### config.mk
export PLATFORM = sky130hd
export DESIGN_NAME = potctl_slave
export DESIGN_NICKNAME = d
export VERILOG_FILES = /design/src/rtl/potctl_pkg.sv /design/src/rtl/potctl_linemon.sv /design/src/rtl/potctl_decode.sv /design/src/rtl/potctl_slave.sv
export SDC_FILE = /design/constraint.sdc
export NUM_CORES = 1
export LEC_CHECK = 0
export ABC_AREA = 1
export BUFFER_PORTS_ARGS = -buffer_cell sky130_fd_sc_hd__buf_2
export CAP_MARGIN = 40
export CORE_MARGIN = 10
export CORE_UTILIZATION = 40
export DETAILED_ROUTE_END_ITERATION = 7
export HOLD_SLACK_MARGIN = 0.12
export PLACE_DENSITY = 0.55
export SLEW_MARGIN = 20
export SYNTH_ARGS = -nofsm -noshare
export SYNTH_HDL_FRONTEND = slang
export SYNTH_SLANG_ARGS = --single-unit
### constraint.sdc
create_clock -name clk -period 2.23 [get_ports clk]
set_input_delay 0.1115 -clock clk [delete_from_list [all_inputs] [get_ports clk]]
set_output_delay 0.1115 -clock clk [all_outputs]
set_load 0.02 [all_outputs]
### src/rtl/potctl_pkg.sv
// Package: opcode values and protocol engine states shared by the
// potentiometer command slave and its checker.
package potctl_pkg;
    localparam logic [2:0] OP_XF_D2W  = 3'b010;
    localparam logic [2:0] OP_XF_W2D  = 3'b011;
    localparam logic [2:0] OP_RD_DR   = 3'b100;
    localparam logic [2:0] OP_RD_WIP  = 3'b101;
    localparam logic [2:0] OP_WR_WIP  = 3'b110;
    localparam logic [2:0] OP_WR_DR   = 3'b111;

    typedef enum logic [2:0] {
        S_IDLE, S_ID, S_INSTR, S_WHI, S_WLO, S_RHI, S_RLO, S_SKIP
    } eng_state_t;
endpackage

### src/rtl/potctl_linemon.sv
// Line monitor: synchronises SCL and SDA into the clk domain and flags
// SCL edges and start/stop conditions. Assumes clk oversamples SCL by a
// wide margin; the bus idles high, so the chain resets to ones.
module potctl_linemon #(
    parameter int STAGES = 2
) (
    input  logic clk,
    input  logic rst_n,
    input  logic scl_raw,
    input  logic sda_raw,
    output logic scl_s,
    output logic sda_s,
    output logic scl_rise,
    output logic scl_fall,
    output logic start_det,
    output logic stop_det
);
    logic [STAGES-1:0] scl_chain;
    logic [STAGES-1:0] sda_chain;
    logic              scl_p;
    logic              sda_p;

    // Synchroniser chains plus one previous-value register per line.
    always_ff @(posedge clk) begin
        if (!rst_n) begin
            scl_chain <= '1;
            sda_chain <= '1;
            scl_p     <= 1'b1;
            sda_p     <= 1'b1;
        end else begin
            scl_chain <= {scl_chain[STAGES-2:0], scl_raw};
            sda_chain <= {sda_chain[STAGES-2:0], sda_raw};
            scl_p     <= scl_chain[STAGES-1];
            sda_p     <= sda_chain[STAGES-1];
        end
    end

    // Edge and condition flags from current and previous samples.
    always_comb begin
        scl_s     = scl_chain[STAGES-1];
        sda_s     = sda_chain[STAGES-1];
        scl_rise  = scl_s & ~scl_p;
        scl_fall  = ~scl_s & scl_p;
        start_det = scl_s & scl_p & sda_p & ~sda_s;
        stop_det  = scl_s & scl_p & ~sda_p & sda_s;
    end
endmodule

### src/rtl/potctl_decode.sv
// Instruction decode: sorts a 3-bit opcode into read, two-byte write,
// immediate copy and deferred (stop-launched) copy classes.
module potctl_decode (
    input  logic [2:0] op,
    output logic       legal,
    output logic       is_rd,
    output logic       is_wr,
    output logic       is_now
);
    import potctl_pkg::*;

    // Pure combinational classification of the opcode.
    always_comb begin
        legal  = op[2] | op[1];
        is_rd  = (op == OP_RD_WIP) || (op == OP_RD_DR);
        is_wr  = (op == OP_WR_WIP) || (op == OP_WR_DR);
        is_now = (op == OP_XF_D2W);
    end
endmodule

### src/rtl/potctl_slave.sv
// Two-wire command slave for a single digital potentiometer. Receives an
// identification byte, an instruction byte and optional data bytes, issues
// single-cycle requests to a register bank and returns read data. Assumes
// clk runs at least ~16x faster than SCL and the bank answers reads in the
// request cycle. Stores into nonvolatile registers launch at stop.
module potctl_slave #(
    parameter int         WIPER_W     = 10,
    parameter int         SEL_W       = 2,
    parameter logic [3:0] TYPE_ID     = 4'b0101,
    parameter int         SYNC_STAGES = 2
) (
    input  logic               clk,
    input  logic               rst_n,
    input  logic               scl_in,
    input  logic               sda_in,
    input  logic [1:0]         dev_pins,
    input  logic               nv_busy,
    input  logic [WIPER_W-1:0] rd_data,
    output logic               sda_low,
    output logic               req_valid,
    output logic [2:0]         req_op,
    output logic [SEL_W-1:0]   req_sel,
    output logic [WIPER_W-1:0] req_wdata
);
    import potctl_pkg::*;

    localparam int HI_W = WIPER_W - 8;

    logic scl_s, sda_s, scl_rise, scl_fall, start_det, stop_det;
    logic dec_legal, dec_rd, dec_wr, dec_now;

    eng_state_t         state;
    logic [3:0]         bitn;
    logic [7:0]         shreg;
    logic [7:0]         byte_in;
    logic               txmode;
    logic               ack_pend;
    logic               req_rd;
    logic [WIPER_W-1:0] rd_hold;
    logic [2:0]         cur_op;
    logic [SEL_W-1:0]   cur_sel;
    logic [HI_W-1:0]    hi_hold;
    logic               pend_nv;
    logic [2:0]         pend_op;
    logic [SEL_W-1:0]   pend_sel;
    logic [WIPER_W-1:0] pend_data;

    potctl_linemon #(.STAGES(SYNC_STAGES)) u_line (
        .clk(clk), .rst_n(rst_n), .scl_raw(scl_in), .sda_raw(sda_in),
        .scl_s(scl_s), .sda_s(sda_s), .scl_rise(scl_rise),
        .scl_fall(scl_fall), .start_det(start_det), .stop_det(stop_det)
    );

    potctl_decode u_dec (
        .op(byte_in[7:5]), .legal(dec_legal), .is_rd(dec_rd),
        .is_wr(dec_wr), .is_now(dec_now)
    );

    // Byte as it stands once the current SDA sample is shifted in.
    always_comb byte_in = {shreg[6:0], sda_s};

    // Protocol engine: bit counting, byte handling, SDA drive, requests.
    always_ff @(posedge clk) begin
        if (!rst_n) begin
            state     <= S_IDLE;
            bitn      <= '0;
            shreg     <= '0;
            txmode    <= 1'b0;
            ack_pend  <= 1'b0;
            sda_low   <= 1'b0;
            req_valid <= 1'b0;
            req_op    <= '0;
            req_sel   <= '0;
            req_wdata <= '0;
            req_rd    <= 1'b0;
            rd_hold   <= '0;
            cur_op    <= '0;
            cur_sel   <= '0;
            hi_hold   <= '0;
            pend_nv   <= 1'b0;
            pend_op   <= '0;
            pend_sel  <= '0;
            pend_data <= '0;
        end else begin
            req_valid <= 1'b0;
            if (req_valid && req_rd) rd_hold <= rd_data;
            if (start_det) begin
                state    <= S_ID;
                bitn     <= '0;
                txmode   <= 1'b0;
                sda_low  <= 1'b0;
                ack_pend <= 1'b0;
                pend_nv  <= 1'b0;
            end else if (stop_det) begin
                if (pend_nv) begin
                    req_valid <= 1'b1;
                    req_rd    <= 1'b0;
                    req_op    <= pend_op;
                    req_sel   <= pend_sel;
                    req_wdata <= pend_data;
                end
                pend_nv <= 1'b0;
                state   <= S_IDLE;
                txmode  <= 1'b0;
                sda_low <= 1'b0;
            end else if (state != S_IDLE) begin
                if (scl_rise) begin
                    if (bitn != 4'd8) begin
                        bitn  <= bitn + 4'd1;
                        shreg <= txmode ? {shreg[6:0], 1'b0} : byte_in;
                        if (!txmode && bitn == 4'd7) begin
                            ack_pend <= 1'b1;
                            case (state)
                                S_ID: begin
                                    if (byte_in[7:4] == TYPE_ID &&
                                        byte_in[3:2] == dev_pins && !nv_busy) begin
                                        if (byte_in[0]) begin
                                            req_valid <= 1'b1;
                                            req_rd    <= 1'b1;
                                            req_op    <= OP_RD_WIP;
                                            req_sel   <= '0;
                                            req_wdata <= '0;
                                            state     <= S_RHI;
                                        end else begin
                                            state <= S_INSTR;
                                        end
                                    end else begin
                                        ack_pend <= 1'b0;
                                        state    <= S_SKIP;
                                    end
                                end
                                S_INSTR: begin
                                    cur_op  <= byte_in[7:5];
                                    cur_sel <= byte_in[SEL_W-1:0];
                                    if (!dec_legal) begin
                                        ack_pend <= 1'b0;
                                        state    <= S_SKIP;
                                    end else if (dec_wr) begin
                                        state <= S_WHI;
                                    end else if (dec_rd || dec_now) begin
                                        req_valid <= 1'b1;
                                        req_rd    <= dec_rd;
                                        req_op    <= byte_in[7:5];
                                        req_sel   <= byte_in[SEL_W-1:0];
                                        req_wdata <= '0;
                                        state     <= dec_rd ? S_RHI : S_SKIP;
                                    end else begin
                                        pend_nv   <= 1'b1;
                                        pend_op   <= byte_in[7:5];
                                        pend_sel  <= byte_in[SEL_W-1:0];
                                        pend_data <= '0;
                                        state     <= S_SKIP;
                                    end
                                end
                                S_WHI: begin
                                    hi_hold <= byte_in[HI_W-1:0];
                                    state   <= S_WLO;
                                end
                                S_WLO: begin
                                    if (cur_op == OP_WR_WIP) begin
                                        req_valid <= 1'b1;
                                        req_rd    <= 1'b0;
                                        req_op    <= cur_op;
                                        req_sel   <= cur_sel;
                                        req_wdata <= {hi_hold, byte_in};
                                    end else begin
                                        pend_nv   <= 1'b1;
                                        pend_op   <= cur_op;
                                        pend_sel  <= cur_sel;
                                        pend_data <= {hi_hold, byte_in};
                                    end
                                    state <= S_SKIP;
                                end
                                default: begin
                                    ack_pend <= 1'b0;
                                    state    <= S_SKIP;
                                end
                            endcase
                        end
                    end else begin
                        bitn <= '0;
                        if (txmode) begin
                            if (!sda_s && state == S_RHI) begin
                                state <= S_RLO;
                                shreg <= rd_hold[7:0];
                            end else begin
                                state  <= S_SKIP;
                                txmode <= 1'b0;
                            end
                        end else if (state == S_RHI) begin
                            txmode <= 1'b1;
                            shreg  <= {{(8-HI_W){1'b0}}, rd_hold[WIPER_W-1:8]};
                        end
                    end
                end else if (scl_fall) begin
                    if (bitn == 4'd8) sda_low <= txmode ? 1'b0 : ack_pend;
                    else              sda_low <= txmode ? ~shreg[7] : 1'b0;
                end
            end
        end
    end
endmodule

; ---- Word level (Yosys, flattened, before mapping)
; Cells that the tools add are included.
[op_classes]
muxes = 115
div_mod_pow = 0
reduce_logical = 38
n_eq_ne = 30
n_shift = 0
bitwise = 18
n_addsub = 1
n_mul = 0
magnitude_cmp = 0
[op_table]
columns = op, count
row1 = two-way mux 10 bit, 16
row2 = two-way mux 3 bit, 23
row3 = two-way mux 1 bit, 42
row4 = two-way mux 2 bit, 18
row5 = two-way mux 8 bit, 4
row6 = one-hot mux 10 bit (3 select lines), 1
row7 = "equality test 3 bit, second input constant", 7
row8 = one-hot mux 10 bit (2 select lines), 1
row9 = one-hot mux 3 bit (3 select lines), 2
row10 = "inequality test 3 bit, second input constant", 5
row11 = AND reduction 7 bit, 2
row12 = AND reduction 13 bit, 1
row13 = nonzero test 2 bit, 6
row14 = nonzero test 3 bit, 4
row15 = AND reduction 11 bit, 1
row16 = NOT 1 bit, 10
row17 = "equality test 3 x 2 -> 1 bit, second input constant", 3
row18 = one-hot mux 1 bit (3 select lines), 3
row19 = AND reduction 3 bit, 3
row20 = AND reduction 9 bit, 1
row21 = "equality test 4 x 3 -> 1 bit, second input constant", 2
row22 = "inequality test 2 bit, second input constant", 4
row23 = AND reduction 4 bit, 2
row24 = nonzero test 4 bit, 2
row25 = other kinds (23), 39
[totals]
regBits = 74
out_inout_bits = 17
mem_count = 0
elab_cells = 226
ram_bits = 0
latchBits = 0
inputBits = 17
romBits = 0

; ---- Longest topological paths before layout
[logic_depth]
ltp_word = 13
ltp_mapped = 11
depth_no_buf = 10

; ---- Hierarchy
; A second synthesis with hierarchy kept.
[hier_totals]
cells_unflattened = 519
hier_area_um2 = 3483.3
[by_module_without_submodules]
columns = mod, n_inst, cells_each, seq_area_each_um2, area_per_inst_um2
row1 = potctl_slave, 1, 485, 1361.3, 3255.6
row2 = potctl_linemon, 1, 27, 120.1, 198.9
row3 = potctl_decode, 1, 7, 0.0, 28.8

; ---- Least setup slack after synthesis
; No wires, ideal clock.
[synth_timing]
path_type = reg2reg
from = register bitn[0]
to = register state[1]
synth_period_minus_slack_ps = 1584
n_path_buf = 1
t_arrival_ps = 1476
slack_ps = 646
path_stages_with_launch = 11
path_cell_list = dfxtp_1 > inv_1 > ha_1 > nand3_2 > inv_1 > buf_2 > nor3_1 > nor3b_1 > nand3_1 > nand2_1 > inv_1
[synth_between]
elab_chain_len = 4
[synth_lines]
columns = element, line
row1 = start: declaration, potctl_slave.sv:33  ; logic [3:0] bitn;
row2 = start signal: assignment, potctl_slave.sv:109  ; bitn <= bitn + 4'd1;
row3 = equality test 4 x 3 -> 1 bit, potctl_slave.sv:111  ; if (!txmode && bitn == 4'd7) begin
row4 = logical AND 1 bit, potctl_slave.sv:111
row5 = inequality test 2 x 1 -> 1 bit (no line), -
row6 = AND reduction 4 bit (no line), -
row7 = end signal: assignment, potctl_slave.sv:146  ; state <= dec_rd ? S_RHI : S_SKIP;
row8 = end: declaration, potctl_slave.sv:32  ; eng_state_t state;
; Parallel ways exist; a longest one is shown, timed or not.
; A chain may end at the register's enable or synchronous reset.

; ---- Worst setup path after layout
[layout_timing]
from = register state[2]
to = register req_sel[1]
[layout_between]
elab_chain_len = 7
[layout_lines]
columns = element, line
row1 = "equality test 3 bit, or another cell as far along", potctl_slave.sv:113  ; case (state)
row2 = one-hot mux 2 bit (3 select lines), potctl_slave.sv:113
row3 = two-way mux 2 bit, potctl_slave.sv:111
row4 = two-way mux 2 bit, potctl_slave.sv:108  ; if (bitn != 4'd8) begin
row5 = two-way mux 2 bit, potctl_slave.sv:107  ; if (scl_rise) begin
row6 = two-way mux 2 bit, potctl_slave.sv:106  ; end else if (state != S_IDLE) begin
row7 = two-way mux 2 bit, potctl_slave.sv:94  ; end else if (stop_det) begin
row8 = end signal: assignment, potctl_slave.sv:99  ; req_sel <= pend_sel;
row9 = end signal: assignment, potctl_slave.sv:144  ; req_sel <= byte_in[SEL_W-1:0];
row10 = end signal: assignment, potctl_slave.sv:164  ; req_sel <= cur_sel;
row11 = end: declaration, potctl_slave.sv:22  ; output logic [SEL_W-1:0] req_sel,
; Parallel ways exist; a longest one is shown, timed or not. The select of a mux whose other input is x is not followed.

==> impl_metrics.env <==
export IMPL_status="finished clean"
export IMPL_drive_above_1_share=0.143
export IMPL_synth_top_cell_area_share=0.412
export IMPL_wl_per_cell_um=13.4
export IMPL_overflow=0
export IMPL_synth_edf_count=0
export IMPL_yosysWarnings=0
export IMPL_crit_required_ns=2.47
export IMPL_synth_nets=553
export IMPL_synthCells=534
export IMPL_synth_area_top_cells="dfxtp_1, nand2_1, nor2_1"
export IMPL_antenna_left=0
export IMPL_core_um2=8720
export IMPL_clk_pin_slew_worst_paths_ns=0.08
export IMPL_place_congestion=0.905
export IMPL_rsz0062_at_grt="false"
export IMPL_cts_buffers=9
export IMPL_cts_tree="yes"
export IMPL_diodes=0
export IMPL_fin_worst_skew_ns=0.00684
export IMPL_syn2layout_area_growth_pct=16.4
export IMPL_finalWorstPathRequiredPeriod_ns=1.84
export IMPL_io_pins=34
export IMPL_power_mw=2.71
export IMPL_end_kind="flip-flop"
export IMPL_grt_pass1_vias=3190
export IMPL_clock_sinks=74
export IMPL_ys_seq_area_frac=0.412
export IMPL_yosys_area_top_type="dfxtp_1"
export IMPL_synth_cell_type_count=33
export IMPL_initialDrtViolationCount=197
export IMPL_track_usage=0.142
export IMPL_htree_levels=3
export IMPL_num_rows=34
export IMPL_dr_total_vias=3432
export IMPL_die_area_um2=13200
export IMPL_start_util=0.412
export IMPL_cts_resized=0
export IMPL_critPathKind="reg -> reg"
export IMPL_firstDrtPassIters=5
export IMPL_ys_ff_latch=74
export IMPL_root_buffer="clkbuf_8"
export IMPL_io_buffers=33
export IMPL_clk_latency_ns=0.35
export IMPL_finalHoldViolCount=0
export IMPL_die_w_um=115
export IMPL_fmax_ghz=0.544
export IMPL_cts_path_max_buffers=2
export IMPL_hpwl_um=6610
export IMPL_start_kind="flip-flop"
export IMPL_slew_violations=0
export IMPL_power_density_nw_per_um2=648
export IMPL_arrival_ns=2.07
export IMPL_setup_tns_ns=0
export IMPL_postCtsSetupBuffers=0
export IMPL_die_y_um=115
export IMPL_fin_nets=594
export IMPL_drc=0
export IMPL_crit_fanout=33
export IMPL_n_fill_cell=926
export IMPL_ir_worst_vdd_v=0.000270
export IMPL_postSynthAreaPerCell_um2=6.73
export IMPL_grt_antenna_before_repair=0
export IMPL_drt_wl_total_um=9210
export IMPL_grt_pass1_wl_um=15400
export IMPL_synth_cell_area_um2=3590
export IMPL_power_leakage_nw=1.82
export IMPL_synth_ff_type="dfxtp_1"
export IMPL_grt_max_degree=49
export IMPL_tightest_slew_ns=0.595
export IMPL_setup_viol=0
export IMPL_finalCritPeriodShare=0.824
export IMPL_async_flop_share=0
export IMPL_hold_path_class="in -> reg"
export IMPL_vias_per_cell=5.00
export IMPL_slew_headroom=0.601
export IMPL_drv_cap=0
[synthesized netlist by cell type, types with 2 or more instances]
cell,count
a21oi_1,55
a31oi_1,3
buf_2,6
buf_4,2
buf_6,4
clkbuf_1,10
dfxtp_1,74
ha_1,2
inv_1,54
inv_2,5
nand2_1,113
nand2_2,3
nand3_1,34
nand3_2,4
nand4_1,3
nor2_1,80
nor2_2,3
nor3_1,6
nor3_2,2
o21ai_0,53
o22ai_1,2
or2_2,5
[logic make-up after synthesis]
group | share of synthesized area
compound gates | 0.163
xor+xnor | 0.00244
fa+ha+maj | 0.00696
buf+inv | 0.102
flops | 0.412
simple gates | 0.313
[area by class of cell]
type,instances,area [µm²],area share
clock buffers,10,138,0.0329
clock inverters,5,103,0.0245
inverters,62,236,0.0565
multi-input cells,375,1750,0.417
flip-flops and latches,74,1480,0.354
well taps,108,135,0.0323
repair buffers,53,345,0.0825
[state kept, by name, summed over array words and instances, names as in the netlist, 2 cells and up]
register,count
req_sel,2
u_line.scl_chain,2
req_wdata,10
cur_op,3
u_line.sda_chain,2
cur_sel,2
bitn,4
req_op,3
shreg,8
rd_hold,10
pend_data,10
hi_hold,2
state,3
pend_sel,2
pend_op,3
[metal layers]
| layer | vias to the layer above | part of all wire | global-route usage |
|---|---|---|---|
| met5 | - | 0 | 0 |
| li1 | 1793 | - | - |
| met3 | 22 | 0.060 | 0.0302 |
| met4 | 0 | 0.032 | 0.0726 |
| met2 | 85 | 0.41 | 0.204 |
| met1 | 1532 | 0.49 | 0.195 |
[what timing repair did]
action                                  CTS  global route
hold buffers                             12             0
endpoints found under the hold margin    12             0
endpoints found under the setup margin    0             0
[critical path: stages (launching register included)]
cell	delay, ns
dfxtp_1	0.37
inv_2	0.10
nand3_2	0.23
inv_1	0.18
a21oi_1	0.08
nand2_1	0.10
nand3_4	0.31
a21oi_1	0.27
nor2_1	0.07
[power breakdown]
group / leakage (nW) / switching [mW] / internal, mW
combinational: 1.11 / 0.0685 / 0.0473
clock: 0.118 / 0.498 / 0.766
sequential: 0.597 / 0.00554 / 1.33
[final timing paths]
path                                        from                        endpoint  slack (ns)  cells after the start
setup reg to reg           state[2]$_SDFFE_PP0P_         req_sel[1]$_SDFFE_PN0P_        0.39                      8
hold reg to reg   u_line.scl_chain[0]$_SDFF_PN1_  u_line.scl_chain[1]$_SDFF_PN1_        0.43                      1
setup / recovery           state[2]$_SDFFE_PP0P_         req_sel[1]$_SDFFE_PN0P_        0.39                      8
hold / removal                           nv_busy           ack_pend$_SDFFE_PP0P_        0.17                      6
[through the flow]
step	instance area [µm²]	std cells	setup WS [ns]	util	hold slack [ns]
6_report	4180	687	0.393	0.480	0.171
5_1_grt	4180	687	0.141	0.480	0.202
4_1_cts	4180	687	0.397	0.480	0.159
3_5_place_dp	3820	660	0.407	0.438	0.300
3_3_place_gp	3820	660	0.458	0.438	0.300
2_1_floorplan	3590	534	0.646	-	0.218
[layout by cell type, fill, tap and decap left out, types with 2 or more instances in the layout]
master         instances
nor2_1                80
buf_2                 33
nand3_1               34
buf_4                  8
nand2_2                3
inv_1                 54
dfxtp_1               74
o22ai_1                2
nor2_2                 3
nand3_2                4
a31oi_1                3
ha_1                   2
o21ai_0               53
clkinv_2               2
nand4_1                3
inv_2                  5
bufinv_16              3
dlygate4sd3_1         12
nor3_1                 6
clkbuf_8              10
a21oi_1               55
or2_2                  5
nand2_1              113
nor3_2                 2
No activity file was read; power rests on OpenSTA's default activity.
